**config.mk**
```make
export PLATFORM = sky130hd
export DESIGN_NAME = isa_cfg_csr
export DESIGN_NICKNAME = d
export VERILOG_FILES = /design/src/rtl/isa_cfg_pkg.sv /design/src/rtl/isa_ext_reg.sv /design/src/rtl/isa_epc_reg.sv /design/src/rtl/isa_reg_guard.sv /design/src/rtl/isa_cfg_csr.sv
export SDC_FILE = /design/constraint.sdc
export NUM_CORES = 1
export LEC_CHECK = 0
export BUFFER_PORTS_ARGS = -buffer_cell sky130_fd_sc_hd__clkbuf_2
export CORE_ASPECT_RATIO = 1.4
export CORE_MARGIN = 2
export CORE_UTILIZATION = 46
export CTS_CLUSTER_DIAMETER = 120
export CTS_CLUSTER_SIZE = 14
export DETAILED_ROUTE_END_ITERATION = 6
export GPL_TIMING_DRIVEN = 0
export HOLD_SLACK_MARGIN = 0.1
export PLACE_DENSITY = 0.78
export SETUP_SLACK_MARGIN = 0.1
export SLEW_MARGIN = 20
export SYNTH_ARGS = -nofsm -noshare
export SYNTH_HDL_FRONTEND = slang
export SYNTH_SLANG_ARGS = --single-unit
```
**constraint.sdc**
```tcl
create_clock -name clk -period 2 [get_ports clk]
set_input_delay 0.1 -clock clk [delete_from_list [all_inputs] [get_ports clk]]
set_output_delay 0.1 -clock clk [all_outputs]
set_load 0.02 [all_outputs]
```
**src/rtl/isa_cfg_pkg.sv**
```systemverilog
package isa_cfg_pkg;

  localparam int EXT_W = 26;

  localparam int EXT_A = 0;
  localparam int EXT_C = 2;
  localparam int EXT_D = 3;
  localparam int EXT_E = 4;
  localparam int EXT_F = 5;
  localparam int EXT_I = 8;
  localparam int EXT_M = 12;

  typedef logic [EXT_W-1:0] ext_t;

  // Turns a requested extension set into a legal one.
  function automatic ext_t legalize_ext(input ext_t cur, input ext_t wr, input ext_t impl);
    ext_t v;
    v = wr & impl;
    if (!v[EXT_I] && !v[EXT_E]) begin
      // No base named: keep the current base selection.
      v[EXT_I] = cur[EXT_I];
      v[EXT_E] = cur[EXT_E];
    end else if (v[EXT_I]) begin
      v[EXT_E] = 1'b0;
    end
    if (v[EXT_E]) begin
      v[EXT_F] = 1'b0;
      v[EXT_D] = 1'b0;
    end
    if (!v[EXT_F]) begin
      v[EXT_D] = 1'b0;
    end
    return v;
  endfunction

  function automatic logic base_missing(input ext_t wr, input ext_t impl);
    ext_t v;
    v = wr & impl;
    return !v[EXT_I] && !v[EXT_E];
  endfunction

endpackage

```
**src/rtl/isa_ext_reg.sv**
```systemverilog
module isa_ext_reg
  import isa_cfg_pkg::*;
#(
  parameter ext_t IMPL_MASK = 26'h000113D,
  parameter ext_t RESET_EXT = 26'h000112D,
  parameter bit   WRITABLE  = 1'b1
) (
  input  logic clk,
  input  logic rst_n,
  input  logic wr_en,
  input  ext_t wr_ext,
  output ext_t ext_q,
  output logic base_kept
);

  localparam ext_t RST_LEGAL = RESET_EXT & IMPL_MASK;

  generate
    if (WRITABLE) begin : g_rw
      ext_t ext_r;
      always_ff @(posedge clk or negedge rst_n) begin
        if (!rst_n) ext_r <= RST_LEGAL;
        else if (wr_en) ext_r <= legalize_ext(ext_r, wr_ext, IMPL_MASK);
      end
      assign ext_q     = ext_r;
      assign base_kept = wr_en && base_missing(wr_ext, IMPL_MASK);
    end else begin : g_ro
      logic unused_ro;
      assign unused_ro = ^{clk, rst_n, wr_en, wr_ext};
      assign ext_q     = RST_LEGAL;
      assign base_kept = 1'b0;
    end
  endgenerate

endmodule

```
**src/rtl/isa_epc_reg.sv**
```systemverilog
module isa_epc_reg #(
  parameter int XLEN = 32
) (
  input  logic            clk,
  input  logic            rst_n,
  input  logic            wr_en,
  input  logic [XLEN-1:0] wr_data,
  input  logic            c_on,
  output logic [XLEN-1:0] rd_data
);

  // Bit 0 is never stored; bit 1 only while compressed code is enabled.
  function automatic logic [XLEN-1:0] align_mask(input logic c);
    logic [XLEN-1:0] m;
    m    = '1;
    m[0] = 1'b0;
    m[1] = c;
    return m;
  endfunction

  logic [XLEN-1:0] epc_r;

  always_ff @(posedge clk or negedge rst_n) begin
    if (!rst_n) epc_r <= '0;
    else if (wr_en) epc_r <= wr_data & align_mask(c_on);
  end

  assign rd_data = epc_r & align_mask(c_on);

endmodule

```
**src/rtl/isa_reg_guard.sv**
```systemverilog
module isa_reg_guard #(
  parameter int IDX_W = 5
) (
  input  logic             valid,
  input  logic [IDX_W-1:0] idx,
  input  logic             e_on,
  output logic             illegal
);

  localparam int E_REGS = 16;

  assign illegal = valid && e_on && (int'(idx) >= E_REGS);

endmodule

```
**src/rtl/isa_cfg_csr.sv**
```systemverilog
module isa_cfg_csr
  import isa_cfg_pkg::*;
#(
  parameter int          XLEN      = 32,
  parameter int          IDX_W     = 5,
  parameter bit          WRITABLE  = 1'b1,
  parameter ext_t        IMPL_MASK = 26'h000113D,
  parameter ext_t        RESET_EXT = 26'h000112D,
  parameter logic [11:0] ADDR_ISA  = 12'h301,
  parameter logic [11:0] ADDR_EPC  = 12'h341
) (
  input  logic             clk,
  input  logic             rst_n,
  input  logic [11:0]      csr_addr,
  input  logic             csr_we,
  input  logic [XLEN-1:0]  csr_wdata,
  output logic [XLEN-1:0]  csr_rdata,
  input  logic             rs_valid,
  input  logic [IDX_W-1:0] rs_idx,
  output logic             illegal_reg,
  output logic             ext_m,
  output logic             ext_a,
  output logic             ext_f,
  output logic             ext_d,
  output logic             ext_c,
  output logic             ext_e
);

  localparam logic [1:0] MXL = (XLEN == 32) ? 2'd1 : (XLEN == 64) ? 2'd2 : 2'd3;
  localparam int PAD_W = XLEN - 2 - EXT_W;

  ext_t            ext_q;
  logic            base_kept;
  logic            ext_wr;
  logic            epc_wr;
  logic [XLEN-1:0] epc_rd;
  logic [XLEN-1:0] isa_word;

  assign ext_wr = csr_we && (csr_addr == ADDR_ISA);
  assign epc_wr = csr_we && (csr_addr == ADDR_EPC);

  isa_ext_reg #(
    .IMPL_MASK(IMPL_MASK),
    .RESET_EXT(RESET_EXT),
    .WRITABLE (WRITABLE)
  ) u_ext (
    .clk      (clk),
    .rst_n    (rst_n),
    .wr_en    (ext_wr),
    .wr_ext   (csr_wdata[EXT_W-1:0]),
    .ext_q    (ext_q),
    .base_kept(base_kept)
  );

  isa_epc_reg #(.XLEN(XLEN)) u_epc (
    .clk    (clk),
    .rst_n  (rst_n),
    .wr_en  (epc_wr),
    .wr_data(csr_wdata),
    .c_on   (ext_q[EXT_C]),
    .rd_data(epc_rd)
  );

  isa_reg_guard #(.IDX_W(IDX_W)) u_guard (
    .valid  (rs_valid),
    .idx    (rs_idx),
    .e_on   (ext_q[EXT_E]),
    .illegal(illegal_reg)
  );

  assign isa_word = {MXL, {PAD_W{1'b0}}, ext_q};

  always_comb begin
    if (csr_addr == ADDR_ISA)      csr_rdata = isa_word;
    else if (csr_addr == ADDR_EPC) csr_rdata = epc_rd;
    else                           csr_rdata = '0;
  end

  assign ext_m = ext_q[EXT_M];
  assign ext_a = ext_q[EXT_A];
  assign ext_f = ext_q[EXT_F];
  assign ext_d = ext_q[EXT_D];
  assign ext_c = ext_q[EXT_C];
  assign ext_e = ext_q[EXT_E];

endmodule

```
==> results.md <==
* Status: finished, violations left
* Failing checks: DRC
* Post-Syn Instances at 140
* Gr usage total at 0.206
* Critical path class: in -> out
* Synth Register Bits at 38
* PD cells at around 580 nW/µm²
* Synth top cells by count: 32 x dfrtp_1, 29 x mux2_4, 25 x and2_1, 7 x nor2_1
* Synth top area share at 0.417
* IO Pins at just over 90
* GP Congestion at ~0.73
* Hold Fails Final Rpt at 0
* First-pass GRT wire length at about 7200 µm
* Sequential share of the synthesized area at 0.499
* TritonCTS clock tree: done
* CP Data Arrival Time at 1.72 ns
* Final period util at 0.912
* Initial antenna violation count at 0
* Reg clk slew, reported paths at approximately 0.080 ns
* Most common cell in the synthesized netlist: dfrtp_1
* Starting Density at 0.482
* Skew-Pair Late Insertion Delay at around 0.29 ns
* Final setup violation count at 0
* Post-synthesis compound-gate area fraction at 0.0228
* Fin cells at around 310
* HPWL Detailed at around 3000 µm
* Max cap viols at 0
* Detailed Routing Iterations Pass 1 at 6
* Initial DRC Count at 60
* Post-layout min period at around 1.8 ns
* Via count at roughly 1500
* Layout cells sized above 1 at 0.563
* Achievable Freq at approximately 0.55 GHz
* # rows at 27
* Max IR drop VDD at 0.000378 V
* Ys async rst share at 1.00
* Post-synth EDFFs at 0
* Synth Warn # at 0
* Clock sinks at 38
* Proportion of synthesized area in mux cells at 0.293
* Mapped Nets at 193
* Syn Area/Cell at 13.7 µm²
* Overall power at about 0.0017 W
* Die Y at a little over 80 µm
* Chip Width at roughly 60 µm
* Total CTS buffers at 5
* Layout area overhead at 50.0%
* Crit path cell chain: clkbuf_2, or4b_4, nor4_4, buf_4, clkbuf_2, and2_1, clkbuf_2
* Synth Area in Simple Gates at 0.152
* Area of the core at 3990 µm²
* Leak pwr at between 1.5 and 2 nW
* Critical Path End Type: output port
* Slew @ Worst Pin at between 0.8 and 0.9 ns
* Area contributors post-synth: dfrtp_1 42%, mux2_4 23%, dfstp_2 8.2%, and2_1 8.1%, mux2_2 3.5%
* Critical-path top delay cell: or4b_4
* Post-route ant nets at 0
* Slew Viols, Final at 0
* Hold Path Class: in -> reg
* Vias/cell at 4.86
* Final Skew at ~0.00067 ns
* CP most frequent cell: clkbuf_2
* Largest net degree at the start of global routing at 39
* Vias in the first global route at between 1500 and 2000
* Gr ovfl total at 0
* Cell Area, Synth at between 1500 and 2000 µm²
* Drt total wl at 4500 µm
* Crit path max fanout at 10
* Synth area leader: dfrtp_1
* Die area at around 4700 µm²
* Synth Area in Adders at 0
* Slew margin rel. at 0.400
* Xor-xnor portion of the synthesized cell area at 0
* IO Port Bufs at 86
* Cell variety after synth at 27
* Routed wire per std cell at around 14 µm
* Layout Nets at 320
* H-tree lvl count at 2
* Maximum buffer depth of the clock tree at 2
* Critical Path RT at about 1.9 ns
* Unrepaired setup endpoints after global routing: no
* Startpoint types: primary input
* Number of remaining DRC errors at 10
* Largest family of logic cells by synthesized area: multiplexers
* # diodes at 0
* DP Cell Count at around 270
* CP max stage delay at 0.56 ns
* Root Buffer: clkbuf_8
* Synth Flop Type: dfrtp_1
[path summary, 6_finish.rpt]
path | startpoint | endpoint | slack, ns | cells past startpoint
min | csr_we | u_ext.ext_q[4] | 0.17 | 3
max | csr_addr[1] | csr_rdata[17] | 0.18 | 7
max reg2reg | u_ext.ext_q[4] | u_ext.ext_q[3] | 0.88 | 4
max in group asynchronous | rst_n | u_epc.epc_r[31] | 0.96 | 2
min in group asynchronous | rst_n | u_epc.epc_r[29] | 0.48 | 2
min reg2reg | u_epc.epc_r[1] | u_epc.epc_r[1] | 0.49 | 1
[kinds of logic (layout without fill, tap and decap cells)]
kind of cell,after synthesis,in the layout
simple gates,45,45
compound gates,6,6
mux,41,41
flops,38,38
buf+inv,10,138
[final cells by class]
type / count / area, µm²
buffer: 8 / 61.3
sequential: 38 / 958
multi-input combinational: 92 / 898
timing repair buffer: 120 / 766
clock buffer: 5 / 68.8
fill: 285 / 1100
clock inverter: 3 / 68.8
inverter: 2 / 7.51
tap: 43 / 53.8
[per-stage QoR]
stage                     hold WS (ns)  cell area [µm²]  setup slack (ns)  setup TNS, ns  utilization
final                            0.171             2880             0.176              0        0.723
after global routing             0.180             2880             0.106              0        0.723
after CTS                        0.155             2880             0.146              0        0.723
after detailed placement         0.281             2410            -0.119          -3.32        0.604
after global placement           0.278             2410           -0.0872          -2.71        0.604
after floorplan                 -0.196             1920             0.156              0            -
[power by group]
| part | total [W] | switching [W] | internal, W |
|---|---|---|---|
| clock network | 0.000771 | 0.000271 | 0.000499 |
| logic | 0.000137 | 0.0000515 | 0.0000855 |
| registers | 0.000774 | 0.00000188 | 0.000772 |
[registers in the layout, summed over array words and instances (netlist names)]
register and cells:
u_ext.ext_q 7, u_epc.epc_r 31
[what timing repair did]
item | CTS | global route
setup endpoints to repair | 20 | 3
endpoints found under the hold margin | 66 | 0
setup buffers | 2 | 0
hold buffers | 32 | 0
pin swaps | 1 | 0
gates resized for setup | 2 | 3
[critical path, delay by kind of cell]
kind | cells | cell delay, ns
AND/OR/NAND/NOR | 3 | 0.98
buffers and inverters | 4 | 0.64
[routing by layer]
layer	global-route usage	share of wire	wire length, µm
met1	0.219	0.39	1750
met2	0.376	0.51	2310
met5	0	0	0
met3	0.0660	0.085	381
met4	0.0682	0.014	62
[cell usage in the layout, fill, tap and decap left out, types with 2 or more instances in the layout]
master and n:
clkbuf_2 88, dlygate4sd3_1 32, dfrtp_1 32, mux2_4 29, and2_1 25, nor2_1 7
mux2i_1 6, mux2_2 6, dfstp_2 6, clkbuf_8 5, buf_6 3, buf_4 3
buf_2 2, inv_1 2, a21oi_1 2, and3_1 2, a21bo_2 2, nand3_1 2
bufinv_16 2
Note: power is estimated with default switching activity, not from simulation.
